--- src/rtl/intc_pkg.sv ---
package intc_pkg;
  typedef enum logic [1:0] {
    FN_MASK = 2'd0,
    FN_BASE = 2'd1,
    FN_OFS  = 2'd2,
    FN_EOI  = 2'd3
  } intc_fn_e;
endpackage

--- src/rtl/intc_prio.sv ---
// Cyclic priority scan; a set block bit ends the scan with no winner.
module intc_prio #(
  parameter int unsigned N  = 8,
  parameter int unsigned LW = $clog2(N)
) (
  input  logic [N-1:0]  pend_i,
  input  logic [N-1:0]  blk_i,
  input  logic [LW-1:0] ofs_i,
  output logic          vld_o,
  output logic [LW-1:0] line_o
);
  always_comb begin
    logic          stop;
    logic [LW-1:0] idx;
    vld_o  = 1'b0;
    line_o = '0;
    stop   = 1'b0;
    for (int k = 0; k < int'(N); k++) begin
      idx = ofs_i + LW'(k);
      if (!stop) begin
        if (blk_i[idx]) begin
          stop = 1'b1;
        end else if (pend_i[idx]) begin
          vld_o  = 1'b1;
          line_o = idx;
          stop   = 1'b1;
        end
      end
    end
  end
endmodule

--- src/rtl/intc_unit.sv ---
module intc_unit #(
  parameter int unsigned N  = 8,
  parameter int unsigned DW = 8,
  parameter int unsigned LW = $clog2(N)
) (
  input  logic          clk_i,
  input  logic          rst_ni,
  input  logic [N-1:0]  req_i,
  input  logic [N-1:0]  clr_i,
  input  logic          ack_i,
  input  logic          mask_we_i,
  input  logic          base_we_i,
  input  logic          ofs_we_i,
  input  logic          eoi_i,
  input  logic [DW-1:0] wdata_i,
  output logic          win_vld_o,
  output logic [LW-1:0] win_line_o,
  output logic [DW-1:0] base_o
);
  logic [N-1:0]  req_q, irr_q, imr_q, isr_q;
  logic [N-1:0]  irr_d, isr_d;
  logic [LW-1:0] ofs_q;
  logic [DW-1:0] base_q;
  logic          eoi_vld;
  logic [LW-1:0] eoi_line;

  intc_prio #(.N(N), .LW(LW)) u_win (
    .pend_i (irr_q & ~imr_q),
    .blk_i  (isr_q),
    .ofs_i  (ofs_q),
    .vld_o  (win_vld_o),
    .line_o (win_line_o)
  );

  // highest-priority in-service bit, for end of interrupt
  intc_prio #(.N(N), .LW(LW)) u_eoi (
    .pend_i (isr_q),
    .blk_i  ('0),
    .ofs_i  (ofs_q),
    .vld_o  (eoi_vld),
    .line_o (eoi_line)
  );

  for (genvar i = 0; i < N; i++) begin : g_line
    logic rise, ack_hit, eoi_hit;
    assign rise    = req_i[i] & ~req_q[i];
    assign ack_hit = ack_i & win_vld_o & (win_line_o == LW'(i));
    assign eoi_hit = eoi_i & eoi_vld & (eoi_line == LW'(i));
    // new edge wins over clear; acknowledge wins over end of interrupt
    assign irr_d[i] = rise | (irr_q[i] & ~ack_hit & ~clr_i[i]);
    assign isr_d[i] = ack_hit | (isr_q[i] & ~eoi_hit);
  end

  always_ff @(posedge clk_i or negedge rst_ni) begin
    if (!rst_ni) begin
      req_q  <= '0;
      irr_q  <= '0;
      isr_q  <= '0;
      imr_q  <= '1;
      ofs_q  <= '0;
      base_q <= '0;
    end else begin
      req_q <= req_i;
      irr_q <= irr_d;
      isr_q <= isr_d;
      if (mask_we_i) imr_q  <= wdata_i[N-1:0];
      if (ofs_we_i)  ofs_q  <= wdata_i[LW-1:0];
      if (base_we_i) base_q <= wdata_i;
    end
  end

  assign base_o = base_q;
endmodule

--- src/rtl/cascade_intc.sv ---
module cascade_intc #(
  parameter int unsigned N_LINES = 8,
  parameter int unsigned VEC_W   = 8,
  parameter int unsigned CASC    = 2
) (
  input  logic                   clk_i,
  input  logic                   rst_ni,
  input  logic [2*N_LINES-1:0]   irq_i,
  input  logic                   wr_en_i,
  input  logic [2:0]             wr_addr_i,
  input  logic [VEC_W-1:0]       wr_data_i,
  input  logic                   ack_i,
  output logic                   int_o,
  output logic [VEC_W-1:0]       vec_o
);
  import intc_pkg::*;

  localparam int unsigned LW = $clog2(N_LINES);
  localparam int unsigned SPUR = N_LINES - 1;
  localparam logic [N_LINES-1:0] CASC_BIT = N_LINES'(1) << CASC;

  logic                m_vld, s_vld;
  logic [LW-1:0]       m_line, s_line;
  logic [VEC_W-1:0]    m_base, s_base;
  logic [N_LINES-1:0]  m_req, s_req, m_clr;
  logic                s_ack, m_on_casc;
  intc_fn_e            fn;
  logic [VEC_W-1:0]    vec_d, vec_q;

  logic               vld_v  [2];
  logic [LW-1:0]      line_v [2];
  logic [VEC_W-1:0]   base_v [2];

  assign fn        = intc_fn_e'(wr_addr_i[1:0]);
  assign m_on_casc = m_vld & (m_line == LW'(CASC));

  // external line at the cascade position is replaced by the slave result
  assign m_req = (irq_i[N_LINES-1:0] & ~CASC_BIT) | (s_vld ? CASC_BIT : '0);
  assign s_req = irq_i[2*N_LINES-1:N_LINES];
  assign m_clr = (m_on_casc & ~s_vld) ? CASC_BIT : '0;
  assign s_ack = ack_i & m_on_casc;

  for (genvar g = 0; g < 2; g++) begin : g_ctl
    logic hit;
    assign hit = wr_en_i & (wr_addr_i[2] == 1'(g));
    intc_unit #(.N(N_LINES), .DW(VEC_W), .LW(LW)) u_ctl (
      .clk_i      (clk_i),
      .rst_ni     (rst_ni),
      .req_i      (g == 0 ? m_req : s_req),
      .clr_i      (g == 0 ? m_clr : '0),
      .ack_i      (g == 0 ? ack_i : s_ack),
      .mask_we_i  (hit & (fn == FN_MASK)),
      .base_we_i  (hit & (fn == FN_BASE)),
      .ofs_we_i   (hit & (fn == FN_OFS)),
      .eoi_i      (hit & (fn == FN_EOI)),
      .wdata_i    (wr_data_i),
      .win_vld_o  (vld_v[g]),
      .win_line_o (line_v[g]),
      .base_o     (base_v[g])
    );
  end

  assign m_vld  = vld_v[0];
  assign s_vld  = vld_v[1];
  assign m_line = line_v[0];
  assign s_line = line_v[1];
  assign m_base = base_v[0];
  assign s_base = base_v[1];

  always_comb begin
    if (!m_vld)         vec_d = m_base + VEC_W'(SPUR);
    else if (!m_on_casc) vec_d = m_base + VEC_W'(m_line);
    else if (s_vld)     vec_d = s_base + VEC_W'(s_line);
    else                vec_d = s_base + VEC_W'(SPUR);
  end

  always_ff @(posedge clk_i or negedge rst_ni) begin
    if (!rst_ni)    vec_q <= '0;
    else if (ack_i) vec_q <= vec_d;
  end

  assign int_o = m_vld;
  assign vec_o = vec_q;
endmodule

--- config.mk ---
export PLATFORM = sky130hd
export DESIGN_NAME = cascade_intc
export DESIGN_NICKNAME = d
export VERILOG_FILES = /design/src/rtl/intc_pkg.sv /design/src/rtl/intc_prio.sv /design/src/rtl/intc_unit.sv /design/src/rtl/cascade_intc.sv
export SDC_FILE = /design/constraint.sdc
export NUM_CORES = 1
export LEC_CHECK = 0
export ABC_AREA = 1
export CORE_MARGIN = 5
export CORE_UTILIZATION = 58
export CTS_BUF_LIST = sky130_fd_sc_hd__clkbuf_8 sky130_fd_sc_hd__clkbuf_16
export DETAILED_ROUTE_END_ITERATION = 8
export GPL_ROUTABILITY_DRIVEN = 0
export MAX_ROUTING_LAYER = met4
export PLACE_DENSITY = 0.78
export RECOVER_POWER = 100
export SYNTH_ARGS = -nofsm -noshare
export SYNTH_HDL_FRONTEND = slang
export SYNTH_SLANG_ARGS = --single-unit
--- constraint.sdc ---
create_clock -name clk_i -period 13 [get_ports clk_i]
set_clock_uncertainty 0.2 [all_clocks]
set_input_delay 1.95 -clock clk_i [delete_from_list [all_inputs] [get_ports clk_i]]
set_output_delay 1.95 -clock clk_i [all_outputs]
set_load 0.02 [all_outputs]
==> impl_metrics.py <==
metrics = {
    "sta": {
        "maxSlewHeadroom_pct": -117,
        "hold_violations": 0,
        "setup_viol": 0,
        "tightest_slew_ps": 3250,
        "slew_violations": 97,
        "post-route-period-util_pct": 60.8,
        "hold_slack_ps": 219,
        "max_freq_mhz": 126,
        "rsz0062_at_grt": "no",
        "setup_tns_ps": 0,
        "period_minus_slack_ps": 7910,
    },
    "critical_path": {
        "cp-end-kind": "primary output",
        "critical-path-slowest-cell": "dfrtp_1",
        "path_buf_inv": 5,
        "worstSetupPathType": "reg -> out",
        "startpoint_type": "register",
        "path_max_fanout": 22,
        "crit_arrival_ps": 5760,
        "path_cells": "inv_1, ha_1, inv_1, nand3_1, nand3_1, nand2_1, inv_1, nand3_1, nor2_1, nand2_2, nor2_1, nand2_2, nor2_1, nand2_1, nand4_1, nor2_1, inv_1, dlygate4sd3_1",
        "max_stage_delay_ps": 820,
        "path_delay_family": "buffers and inverters",
        "required_ps": 10850,
    },
    "clock_tree": {
        "clock_path_buffers": 2,
        "cts_tree": "done",
        "numCtsBuffers": 9,
        "cts_hold_buf": 0,
        "clkSlewWorstSetupHoldPaths_ps": 60,
        "clock_latency_ps": 340,
        "cts-root-buf": "clkbuf_16",
        "cts_sinks": 94,
        "cts.repair.resized": 0,
        "h-tree-depth": 3,
        "postCtsSetupRepairBufs": 0,
    },
    "power_and_ir_drop": {
        "ir_drop_mv": 0.147,
        "p_leak_nw": 3.73,
        "p_total_mw": 1.62,
        "cellPowerDensity_nw_per_um2": 218,
    },
    "route": {
        "drcViolationCount": 0,
        "drt_first_pass_iters": 6,
        "via_count": 6702,
        "drt_iter0_drc": 572,
        "via_per_inst": 5.66,
        "ant_nets": 0,
        "post_drt_wl_per_cell_um": 15.1,
        "wirelength_um": 17900,
    },
    "grt": {
        "first_global_vias": 6228,
        "grt_antenna_before_repair": 0,
        "grt_overflow": 0,
        "globalRouteTotalUtil_pct": 26.4,
        "grt_pass1_wl_um": 29700,
        "grt_max_degree": 64,
    },
    "yosys": {
        "dominantRegCellSynth": "dfrtp_1",
        "synth-async-reset-ratio_pct": 100,
        "synth_area_leader_cell": "dfrtp_1",
        "ys_types": 45,
        "ys_warn_count": 0,
        "yosys-top-cells-count": "nand2_1, nand3_1, inv_1, o21ai_0, dfrtp_1",
        "synthTopCellsByArea": "dfrtp_1, nand2_1, nand3_1",
        "synthCells": 1012,
        "synth_nets": 1056,
        "synth_seq_cells": 94,
        "synth.most_common_cell": "nand2_1",
        "netlist_area_um2": 6870,
        "syn_area_per_cell_um2": 6.79,
        "synth_top_area_share_pct": 28.4,
        "synth_edf_count": 0,
        "yosysSeqAreaShare_pct": 34.5,
    },
    "finish": {
        "fin_util_pct": 64.8,
        "antenna_cells": 0,
        "drive_above_1_share_pct": 7.68,
        "seqCellArea_um2": 2370,
        "multi_input_area_um2": 3780,
        "layout.nets": 1080,
        "syn_to_final_growth_pct": 8.56,
        "nFillCells": 1070,
        "final_cells": 1184,
    },
    "die": {
        "num_io_pins": 40,
        "dieArea_um2": 14100,
        "die_y_um": 119,
        "die_w_um": 119,
        "num_rows": 39,
        "fp.coreArea_um2": 11500,
        "start_util_pct": 59.7,
    },
    "worst_hold_path": {
        "min_path_type": "reg -> reg",
    },
    "job": {
        "drv_cap": 2,
    },
    "placed_design": {
        "hpwl_um": 13800,
        "port-buffer-count": 38,
        "dp.cells": 1168,
    },
    "run_status": {
        "violations": "max-capacitance violations, max-slew violations",
        "status": "complete, but fails checks",
    },
}
-- logic make-up (layout without fill, tap and decap cells) --
kind of cell | count (synthesis) | in the layout | share of synthesized area [%]
buf+inv | 151 | 180 | 9.03
flops | 94 | 94 | 34.5
compound gates | 153 | 153 | 12.3
simple gates | 577 | 577 | 38.2
fa+ha+maj | 13 | 13 | 2.59
xor+xnor | 24 | 24 | 3.39
-- flip-flops by register name, summed over array words and instances, names as in the netlist --
register and count:
g_ctl.u_ctl.imr_q 16, g_ctl.u_ctl.ofs_q 6, g_ctl.u_ctl.req_q 16, g_ctl.u_ctl.isr_q 16, vec_o 8, g_ctl.u_ctl.irr_q 16
g_ctl.u_ctl.base_o 16
-- report_power, final --
group          internal (mW)  switching, mW  leakage (nW)
combinational          0.300          0.644          2.53
sequential             0.367         0.0694          1.07
clock                  0.134          0.109         0.128
total                  0.800          0.822          3.73
-- metal layers --
layer	GRT usage (%)	up-vias	wire, µm
met1	36.0	3109	8170
li1	-	3338	-
met4	8.76	0	446
met3	4.45	35	1140
met5	-	-	0
met2	40.5	220	8140
-- through the flow --
step	instance area (µm²)	setup WS [ps]
final	7460	5090
after floorplan	6870	8160
after detailed placement	7280	6140
after CTS	7560	5750
after global placement	7280	6110
after global routing	7460	4570
-- cell usage in the layout (no fill, tap or decap), types with 8 or more instances in the layout --
| master | instances |
|---|---|
| nand2_2 | 13 |
| nand4_1 | 12 |
| o21ai_0 | 96 |
| nor3_1 | 9 |
| clkbuf_16 | 9 |
| dfrtp_1 | 78 |
| nand2_1 | 302 |
| clkdlybuf4s50_1 | 11 |
| inv_2 | 9 |
| xor2_1 | 16 |
| dlygate4sd3_1 | 26 |
| dfstp_2 | 16 |
| or2_2 | 8 |
| inv_1 | 116 |
| ha_1 | 11 |
| a21oi_1 | 29 |
| nand3_1 | 152 |
| nor2_1 | 60 |
-- final timing paths --
kind                                                           from                           endpoint  slack, ps  depth (start not counted)
worst max-delay path            g_ctl[0].u_ctl.ofs_q[0]$_DFFE_PN0P_                              int_o       5090                         18
worst min-delay path              g_ctl[0].u_ctl.req_q[4]$_DFF_PN0_  g_ctl[0].u_ctl.irr_q[4]$_DFF_PN0_        220                          1
worst max register to register  g_ctl[0].u_ctl.ofs_q[0]$_DFFE_PN0P_  g_ctl[1].u_ctl.irr_q[1]$_DFF_PN0_       6410                         24
worst min register to register    g_ctl[0].u_ctl.req_q[4]$_DFF_PN0_  g_ctl[0].u_ctl.irr_q[4]$_DFF_PN0_        220                          1
max in group asynchronous                                    rst_ni  g_ctl[0].u_ctl.req_q[5]$_DFF_PN0_       6990                          2
min in group asynchronous                                    rst_ni  g_ctl[1].u_ctl.req_q[6]$_DFF_PN0_       1820                          1
-- final cells by class --
| cell class | count | area share, % |
|---|---|---|
| multi-input combinational | 767 | 50.7 |
| clock buffer | 10 | 3.20 |
| clock inverter | 6 | 0.520 |
| tap | 143 | 2.40 |
| sequential | 94 | 31.8 |
| timing repair buffer | 39 | 5.07 |
| inverter | 125 | 6.29 |
No activity file was read; power rests on OpenSTA's default activity.
